**config.mk**
```make
export PLATFORM = sky130hd
export DESIGN_NAME = pinmux_regs
export DESIGN_NICKNAME = d
export VERILOG_FILES = /design/src/rtl/pinmux_pkg.sv /design/src/rtl/pinmux_decode.sv /design/src/rtl/pinmux_guard.sv /design/src/rtl/pinmux_store.sv /design/src/rtl/pinmux_regs.sv
export SDC_FILE = /design/constraint.sdc
export NUM_CORES = 1
export LEC_CHECK = 0
export BUFFER_PORTS_ARGS = -buffer_cell sky130_fd_sc_hd__buf_2
export CORE_MARGIN = 2
export CORE_UTILIZATION = 54
export CTS_BUF_LIST = sky130_fd_sc_hd__clkbuf_4 sky130_fd_sc_hd__clkbuf_8 sky130_fd_sc_hd__clkbuf_16
export CTS_CLUSTER_SIZE = 10
export DETAILED_ROUTE_END_ITERATION = 8
export PLACE_DENSITY = 0.88
export REMOVE_ABC_BUFFERS = 1
export SLEW_MARGIN = 5
export SYNTH_ARGS = -nofsm -noshare
export SYNTH_HDL_FRONTEND = slang
export SYNTH_HIERARCHICAL = 1
export SYNTH_SLANG_ARGS = --single-unit
export TNS_END_PERCENT = 5
```
**constraint.sdc**
```tcl
create_clock -name clk -period 11.87 [get_ports clk]
set_input_delay 1.187 -clock clk [delete_from_list [all_inputs] [get_ports clk]]
set_output_delay 1.187 -clock clk [all_outputs]
set_load 0.05 [all_outputs]
```
**src/rtl/pinmux_pkg.sv**
```systemverilog
package pinmux_pkg;

  typedef enum logic [2:0] {
    RG_KEY, RG_SEL, RG_FUNC, RG_DRV, RG_PEN, RG_PDIR, RG_VOLT, RG_NONE
  } region_e;

  localparam int OFS_KEY  = 'h000;
  localparam int OFS_SEL  = 'h100;
  localparam int OFS_FUNC = 'h200;
  localparam int OFS_DRV  = 'h300;
  localparam int OFS_PEN  = 'h400;
  localparam int OFS_PDIR = 'h404;
  localparam int OFS_VOLT = 'h500;

  function automatic logic is_guarded(region_e r);
    return (r == RG_SEL) || (r == RG_FUNC) || (r == RG_DRV) || (r == RG_VOLT);
  endfunction

  // replicate a low-bit mask of width fw into every slot of size sw
  function automatic logic [63:0] slot_mask(int fw, int sw, int dw);
    logic [63:0] m;
    m = '0;
    for (int b = 0; b < dw; b++) begin
      if ((b % sw) < fw) m[b] = 1'b1;
    end
    return m;
  endfunction

endpackage

```
**src/rtl/pinmux_decode.sv**
```systemverilog
module pinmux_decode
  import pinmux_pkg::*;
#(
  parameter int ADDR_W = 12,
  parameter int NWORDS = 4,
  parameter int IDX_W  = 2
) (
  input  logic [ADDR_W-1:0] addr,
  output region_e           region,
  output logic [IDX_W-1:0]  widx
);
  localparam int FUNC_END = OFS_FUNC + 4 * NWORDS;
  localparam int DRV_END  = OFS_DRV + 4 * NWORDS;

  always_comb begin
    region = RG_NONE;
    widx   = '0;
    if (addr[1:0] == 2'b00) begin
      if (addr == ADDR_W'(OFS_KEY))       region = RG_KEY;
      else if (addr == ADDR_W'(OFS_SEL))  region = RG_SEL;
      else if (addr == ADDR_W'(OFS_PEN))  region = RG_PEN;
      else if (addr == ADDR_W'(OFS_PDIR)) region = RG_PDIR;
      else if (addr == ADDR_W'(OFS_VOLT)) region = RG_VOLT;
      else if (addr >= ADDR_W'(OFS_FUNC) && addr < ADDR_W'(FUNC_END)) begin
        region = RG_FUNC;
        widx   = IDX_W'((addr - ADDR_W'(OFS_FUNC)) >> 2);
      end else if (addr >= ADDR_W'(OFS_DRV) && addr < ADDR_W'(DRV_END)) begin
        region = RG_DRV;
        widx   = IDX_W'((addr - ADDR_W'(OFS_DRV)) >> 2);
      end
    end
  end
endmodule

```
**src/rtl/pinmux_guard.sv**
```systemverilog
module pinmux_guard
  import pinmux_pkg::*;
#(
  parameter int DATA_W = 32
) (
  input  logic              clk,
  input  logic              rst,
  input  logic              wr_en,
  input  region_e           region,
  input  logic [DATA_W-1:0] wdata,
  output logic              commit_o,
  output logic              armed_o,
  output logic              err_o
);
  logic [DATA_W-1:0] key_q;
  logic              armed_q;
  logic              err_q;
  logic              match;

  assign match = armed_q && (wdata == ~key_q);

  always_comb begin
    commit_o = 1'b0;
    if (wr_en) begin
      if (is_guarded(region))                          commit_o = match;
      else if (region == RG_PEN || region == RG_PDIR) commit_o = 1'b1;
    end
  end

  always_ff @(posedge clk) begin
    if (rst) begin
      key_q   <= '0;
      armed_q <= 1'b0;
      err_q   <= 1'b0;
    end else if (wr_en) begin
      if (region == RG_KEY) begin
        key_q   <= wdata;
        armed_q <= 1'b1;
      end else begin
        armed_q <= 1'b0;
      end
      if (is_guarded(region) && !match) err_q <= 1'b1;
    end
  end

  assign armed_o = armed_q;
  assign err_o   = err_q;


  arm_consumed_chk: assert property (@(posedge clk) disable iff (rst)
    (wr_en && region != RG_KEY) |=> !armed_q);


  arm_set_chk: assert property (@(posedge clk) disable iff (rst)
    (wr_en && region == RG_KEY) |=> armed_q);


  err_sticky_chk: assert property (@(posedge clk) disable iff (rst)
    err_q |=> err_q);
endmodule

```
**src/rtl/pinmux_store.sv**
```systemverilog
module pinmux_store #(
  parameter int                DATA_W  = 32,
  parameter int                NWORDS  = 1,
  parameter int                IDX_W   = 1,
  parameter logic [DATA_W-1:0] RST_VAL = '0,
  parameter logic [DATA_W-1:0] MASK    = '1
) (
  input  logic                     clk,
  input  logic                     rst,
  input  logic                     we,
  input  logic [IDX_W-1:0]         idx,
  input  logic [DATA_W-1:0]        wdata,
  output logic [DATA_W-1:0]        rd_word,
  output logic [NWORDS*DATA_W-1:0] flat_o
);
  logic [DATA_W-1:0] words [NWORDS];

  for (genvar w = 0; w < NWORDS; w++) begin : g_word
    always_ff @(posedge clk) begin
      if (rst)                          words[w] <= RST_VAL & MASK;
      else if (we && idx == IDX_W'(w))  words[w] <= wdata & MASK;
    end
    assign flat_o[w*DATA_W +: DATA_W] = words[w];
  end

  if (NWORDS == 1) begin : g_single
    assign rd_word = words[0];
  end else begin : g_multi
    assign rd_word = words[idx];
  end
endmodule

```
**src/rtl/pinmux_regs.sv**
```systemverilog
module pinmux_regs
  import pinmux_pkg::*;
#(
  parameter int ADDR_W = 12,
  parameter int DATA_W = 32,
  parameter int DRV_W  = 3
) (
  input  logic                      clk,
  input  logic                      rst,
  input  logic [ADDR_W-1:0]         bus_addr_i,
  input  logic                      bus_we_i,
  input  logic [DATA_W-1:0]         bus_wdata_i,
  output logic [DATA_W-1:0]         bus_rdata_o,
  output logic [DATA_W-1:0]         pin_periph_o,
  output logic [DATA_W*4-1:0]       pin_func_o,
  output logic [DATA_W*DRV_W-1:0]   pin_drive_o,
  output logic [DATA_W-1:0]         pull_en_o,
  output logic [DATA_W-1:0]         pull_up_o,
  output logic [DATA_W-1:0]         volt_hi_o,
  output logic                      lock_err_o
);
  localparam int NUM_PINS = DATA_W;
  localparam int SLOT     = 4;
  localparam int PER_WORD = DATA_W / SLOT;
  localparam int NWORDS   = NUM_PINS / PER_WORD;
  localparam int IDX_W    = (NWORDS > 1) ? $clog2(NWORDS) : 1;
  localparam logic [DATA_W-1:0] DRV_MASK = DATA_W'(slot_mask(DRV_W, SLOT, DATA_W));

  region_e          region;
  logic [IDX_W-1:0] widx;
  logic             commit, armed;
  logic [DATA_W-1:0] rd_sel, rd_func, rd_drv, rd_pen, rd_pdir, rd_volt;
  logic [NWORDS*DATA_W-1:0] drv_flat;

  pinmux_decode #(.ADDR_W(ADDR_W), .NWORDS(NWORDS), .IDX_W(IDX_W)) u_dec (
    .addr(bus_addr_i), .region(region), .widx(widx));

  pinmux_guard #(.DATA_W(DATA_W)) u_guard (
    .clk(clk), .rst(rst), .wr_en(bus_we_i), .region(region),
    .wdata(bus_wdata_i), .commit_o(commit), .armed_o(armed), .err_o(lock_err_o));

  pinmux_store #(.DATA_W(DATA_W), .NWORDS(1), .IDX_W(1)) u_sel (
    .clk(clk), .rst(rst), .we(commit && region == RG_SEL), .idx(1'b0),
    .wdata(bus_wdata_i), .rd_word(rd_sel), .flat_o(pin_periph_o));

  pinmux_store #(.DATA_W(DATA_W), .NWORDS(NWORDS), .IDX_W(IDX_W)) u_func (
    .clk(clk), .rst(rst), .we(commit && region == RG_FUNC), .idx(widx),
    .wdata(bus_wdata_i), .rd_word(rd_func), .flat_o(pin_func_o));

  pinmux_store #(.DATA_W(DATA_W), .NWORDS(NWORDS), .IDX_W(IDX_W),
                 .RST_VAL('1), .MASK(DRV_MASK)) u_drv (
    .clk(clk), .rst(rst), .we(commit && region == RG_DRV), .idx(widx),
    .wdata(bus_wdata_i), .rd_word(rd_drv), .flat_o(drv_flat));

  pinmux_store #(.DATA_W(DATA_W), .NWORDS(1), .IDX_W(1)) u_pen (
    .clk(clk), .rst(rst), .we(commit && region == RG_PEN), .idx(1'b0),
    .wdata(bus_wdata_i), .rd_word(rd_pen), .flat_o(pull_en_o));

  pinmux_store #(.DATA_W(DATA_W), .NWORDS(1), .IDX_W(1)) u_pdir (
    .clk(clk), .rst(rst), .we(commit && region == RG_PDIR), .idx(1'b0),
    .wdata(bus_wdata_i), .rd_word(rd_pdir), .flat_o(pull_up_o));

  pinmux_store #(.DATA_W(DATA_W), .NWORDS(1), .IDX_W(1), .RST_VAL('1)) u_volt (
    .clk(clk), .rst(rst), .we(commit && region == RG_VOLT), .idx(1'b0),
    .wdata(bus_wdata_i), .rd_word(rd_volt), .flat_o(volt_hi_o));

  for (genvar p = 0; p < NUM_PINS; p++) begin : g_drv_pin
    assign pin_drive_o[p*DRV_W +: DRV_W] = drv_flat[p*SLOT +: DRV_W];
  end

  always_ff @(posedge clk) begin
    if (rst) begin
      bus_rdata_o <= '0;
    end else begin
      unique case (region)
        RG_SEL:  bus_rdata_o <= rd_sel;
        RG_FUNC: bus_rdata_o <= rd_func;
        RG_DRV:  bus_rdata_o <= rd_drv;
        RG_PEN:  bus_rdata_o <= rd_pen;
        RG_PDIR: bus_rdata_o <= rd_pdir;
        RG_VOLT: bus_rdata_o <= rd_volt;
        default: bus_rdata_o <= '0;
      endcase
    end
  end


  sel_reject_chk: assert property (@(posedge clk) disable iff (rst)
    (bus_we_i && region == RG_SEL && !armed) |=> $stable(pin_periph_o));


  pull_write_chk: assert property (@(posedge clk) disable iff (rst)
    (bus_we_i && region == RG_PEN) |=> (pull_en_o == $past(bus_wdata_i)));


  key_read_keeps_arm_chk: assert property (@(posedge clk) disable iff (rst)
    (!bus_we_i && region == RG_KEY) |=> (armed == $past(armed)));


  unmapped_read_zero_chk: assert property (@(posedge clk) disable iff (rst)
    (!bus_we_i && region == RG_NONE) |=> (bus_rdata_o == '0));
endmodule

```
==> Word level (Yosys, flattened, before mapping) <==
Memories as Yosys holds them, arrays and structs flattened.
Cells that the tools add are included.
{ "classes": {"add_sub_neg": 2, "n_lt_le_gt_ge": 4, "eq_ne": 14, "n_mux": 75, "bitwise": 9, "n_reduce_logical": 33} }
{ "ops": {"columns": ["op", "count"], "rows": [
  ["2-to-1 mux 32 bit", 8],
  ["one-hot mux 32 bit (6 select lines)", 1],
  ["OR reduction 32 bit", 4],
  ["2-to-1 mux 24 bit", 4],
  ["2-to-1 mux 1 bit", 46],
  ["equality test 12 x 11 -> 1 bit, second input constant", 3],
  ["equality test 32 bit", 1],
  ["NOT 32 bit", 1],
  ["greater-or-equal comparator 12 x 10 -> 1 bit, second input constant", 2],
  ["< comparator 12 x 10 -> 1 bit, second input constant", 2],
  ["2-to-1 mux 3 bit", 8],
  ["logical AND 1 bit", 18],
  ["2-to-1 mux 2 bit", 8],
  ["equality test 12 x 9 -> 1 bit, second input constant", 1],
  ["logical NOT 12 bit", 1],
  ["equality test 3 bit, second input constant", 3],
  ["bitwise OR 1 bit", 8],
  ["subtractor 4 x 1 -> 4 bit, second input constant", 2],
  ["equality test 3 x 2 -> 1 bit, second input constant", 2],
  ["equality test 2 bit, second input constant", 2],
  ["logical NOT 2 bit", 2],
  ["logical OR 1 bit", 4],
  ["AND reduction 2 bit", 2],
  ["equality test 3 x 1 -> 1 bit, second input constant", 1],
  ["other kinds (3)", 3]
]} }
{ "word_totals": {"regBits": 66, "ramBits": 352, "inputBits": 47, "out_inout_bits": 385, "wordCells": 147, "memories": 6} }
{ "mem_list": {"columns": ["memory", "depth", "width", "read_ports", "rd_ports_with_merged_regs", "write_ports", "line_no", "source"], "rows": [
  ["u_func.words", 4, 32, 5, 0, 4, "pinmux_store.sv:16", "logic [DATA_W-1:0] words [NWORDS];"],
  ["u_drv.words", 4, 24, 5, 0, 4, "pinmux_store.sv:16", null],
  ["u_pdir.words", 1, 32, 1, 0, 1, "pinmux_store.sv:16", null],
  ["u_pen.words", 1, 32, 1, 0, 1, "pinmux_store.sv:16", null],
  ["u_sel.words", 1, 32, 1, 0, 1, "pinmux_store.sv:16", null],
  ["u_volt.words", 1, 32, 1, 0, 1, "pinmux_store.sv:16", null]
]} }

==> Depth between registers and ports, before layout <==
{ "logic_depth": {"depth_word": 22, "ltp_mapped": 12, "ltp_nobuf": 10} }

==> Cells and area by module <==
Netlist, hierarchy kept.
{ "by_module_without_submodules": {"columns": ["mod", "instances", "cells_each", "area_per_inst_um2", "seq_area_each_um2"], "rows": [
  ["pinmux_store at u_func", 1, 359, 5532.8, 3843.7],
  ["pinmux_store at u_drv", 1, 311, 4539.4, 2882.8],
  ["pinmux_store at u_pdir ...", 3, 102, 1472.7, 960.9],
  ["pinmux_regs", 1, 257, 2506.2, 640.6],
  ["pinmux_guard", 1, 199, 1595.3, 680.7],
  ["pinmux_store at u_volt", 1, 104, 1473.9, 960.9],
  ["pinmux_decode", 1, 17, 131.4, 0.0]
]} }

==> Worst setup path before layout <==
OpenSTA, ideal clock, no wires.
{ "synth_timing": {"path_type": "input -> register", "start": "input port bus_addr_i[5]", "end": "memory u_func.words[3][0], enable pin", "setup_ns": 0.428, "arrival_ns": 5.057, "t_required_ns": 11.442, "setup_slack_ns": 6.385, "path_stages": 12, "n_path_buf": 5, "cell_sequence": "or4_4 > o41ai_1 > o211ai_1 > buf_4 > buf_6 > buf_6 > nand2b_1 > nor2_1 > buf_2 > buf_2 > inv_1 > o21bai_1"} }
{ "synth_rtl": {"columns": ["element", "line_no", "source"], "rows": [
  ["start: declaration", "pinmux_regs.sv:10", "input logic [ADDR_W-1:0] bus_addr_i,"],
  ["end: declaration", "pinmux_store.sv:16", null]
]} }

==> results.py <==
metrics = {
    "outcome": {
        "outcome": "complete, no violations",
    },
    "detailed_routing": {
        "num_vias": 14200,
        "ant_nets": 0,
        "drtPass1Iterations": 7,
        "drt_iter0_drc": 1586,
        "wl_per_cell_um": 27.2,
        "via_per_inst": 6.20,
        "drt_wl_total_um": 62500,
        "drcViolationCount": 0,
    },
    "finish": {
        "multi_input_area_mm2": 0.00654,
        "antenna_cells": 0,
        "num-fill-cells": 2673,
        "regArea_mm2": 0.0119,
        "area_growth_pct": 15.0,
        "nets": 1834,
        "drive_gt1_frac": 0.398,
        "final_cell_mix": "buf_2, edfxtp_1, nand2_1",
        "layout_commonest_cell": "buf_2",
    },
    "hold_path": {
        "holdCritStartpoint": "u_guard/key_q[2]",
        "worstHoldPathType": "reg2reg",
        "hold_depth": 2,
        "min_to": "u_guard/key_q[2]",
    },
    "sta": {
        "finalSetupViolations": 0,
        "fmax_mhz": 188,
        "maxSlewViolCount": 0,
        "fin_worst_skew_ns": 0.0224,
        "timing.setup.tns_ns": 0,
        "min_period_ns": 5.33,
        "rsz0062_at_grt": "no",
        "max_slew.worst_pin.slew_ns": 1.27,
        "slew_headroom": 0.151,
        "fin_crit_sh": 0.449,
        "finalHoldViolCount": 0,
    },
    "yosys": {
        "syn_area_per_cell_um2": 13.1,
        "syn_inst": 1521,
        "synth_warnings": 6,
        "synth_area_mm2": 0.0200,
    },
    "global_route": {
        "grt_max_degree": 80,
        "grt_overflow": 0,
        "grt_pass1_vias": 14100,
        "grt_pass1_wl_um": 88900,
        "antenna_found_initial": 1,
        "track_usage": 0.318,
    },
    "setup_path": {
        "path_buf_inv": 4,
        "cp-startpoint": "bus_addr_i[5]",
        "worstSetupPathType": "in2reg",
        "cp-start-kind": "input pin",
        "slowest_stage": "nor2_4",
        "r2r_cells": 10,
        "worstReg2RegEnd": "u_func/words[1][9]",
        "cp_top_family": "simple AND/OR/NAND/NOR gates",
        "cp_max_fo": 44,
        "r2r-start": "u_guard/key_q[19]",
        "worstSetupEndpointType": "flop",
        "slowest_delay_ns": 0.84,
        "path_cells": "buf_2 > or4_4 > nor4b_4 > o211ai_1 > buf_4 > nand3_1 > nand3_1 > a21oi_1 > nand2b_1 > nor2_4 > inv_1 > o21bai_4 > buf_4",
        "critPathArrivalTime_ns": 5.52,
        "r2r_slack_ns": 7.73,
        "required_ns": 12.06,
    },
    "cts": {
        "clock-sinks": 418,
        "cts_resized": 0,
        "htree_levels": 2,
        "cts_tree": "done",
        "root_buffer": "clkbuf_16",
        "cts_buffers": 49,
        "postCtsSetupRepairBufs": 0,
        "clkSlewWorstSetupHoldPaths_ns": 0.06,
        "clock_latency_ns": 0.57,
        "cts_buffer_depth": 3,
        "ctsHoldBuffers": 0,
    },
    "power_and_ir_drop": {
        "power.leakage_nw": 8.59,
        "p_total_mw": 3.61,
        "peakVddDrop_uv": 152,
        "p_per_area_mw_per_mm2": 157,
    },
    "job": {
        "drv_cap": 0,
    },
    "floorplanning": {
        "core_area_mm2": 0.0365,
        "die_height_um": 196,
        "ioPinCount": 432,
        "dieArea_mm2": 0.0385,
        "placementRows": 70,
        "start_util": 0.546,
        "die_w_um": 196,
    },
    "placement": {
        "gp_congestion": 0.869,
        "io_buffers": 431,
        "dp_hpwl_um": 39500,
    },
}
-- worst max-delay path by stage --
| stage | to | cells after the start |
|---|---|---|
| final | u_func/words[1][9] | 13 |
| after floorplan | u_func/words[0][0] | 10 |
| after detailed placement | u_func/words[3][4] | 13 |
| after global routing | u_func/words[2][29] | 13 |
| after CTS | u_func/words[2][9] | 13 |
| after global placement | u_func/words[2][29] | 13 |
-- registers in the layout, indices dropped and copies added, names as in the netlist --
register / flops
u_guard/err_o: 1
u_guard/key_q: 32
u_func/words: 128
u_sel/words: 32
u_pen/words: 32
u_volt/words: 32
bus_rdata_o: 32
u_pdir/words: 32
u_drv/words: 96
u_guard/armed_o: 1
-- where the power goes --
part | internal [mW] | switching (mW)
sequential | 1.65 | 0.0448
clock | 0.942 | 0.570
combinational | 0.0769 | 0.327
-- cell type report --
type	count	area share
clock buffers	85	0.0670
clock inverters	5	0.00447
inverters	5	0.000818
multi-input cells	866	0.285
flip-flops and latches	418	0.518
well taps	468	0.0255
repair buffers	447	0.0993
-- worst register-to-register path, delay by kind of cell (launching register included) --
kind / cells / cell delay [ns]
AOI/OAI and AO/OA: 2 / 0.47
and+or+nand+nor: 5 / 1.77
xor gates and xnor gates: 1 / 0.21
buffers and inverters: 2 / 0.96
DFF: 1 / 0.35
-- metal layers --
| metal | GRT usage | vias to the layer above | routed length (µm) |
|---|---|---|---|
| met5 | 0 | - | 0 |
| met4 | 0.153 | 0 | 2730 |
| met3 | 0.0700 | 211 | 8000 |
| met2 | 0.516 | 1247 | 29600 |
| met1 | 0.408 | 6877 | 22100 |
| li1 | - | 5897 | - |
-- stage by stage --
stage	utilization	hold WS [ns]	worst slack, ns	cell area [µm²]	instances
detailed placement	0.584	0.460	6.05	21300	2204
finish	0.629	0.464	6.54	23000	2294
CTS	0.629	0.467	6.63	23000	2294
global placement	0.584	0.453	6.21	21300	2204
global route	0.629	0.482	6.35	23000	2294
floorplan	-	0.442	2.19	18300	1289
(Power assumes the default switching activity.)
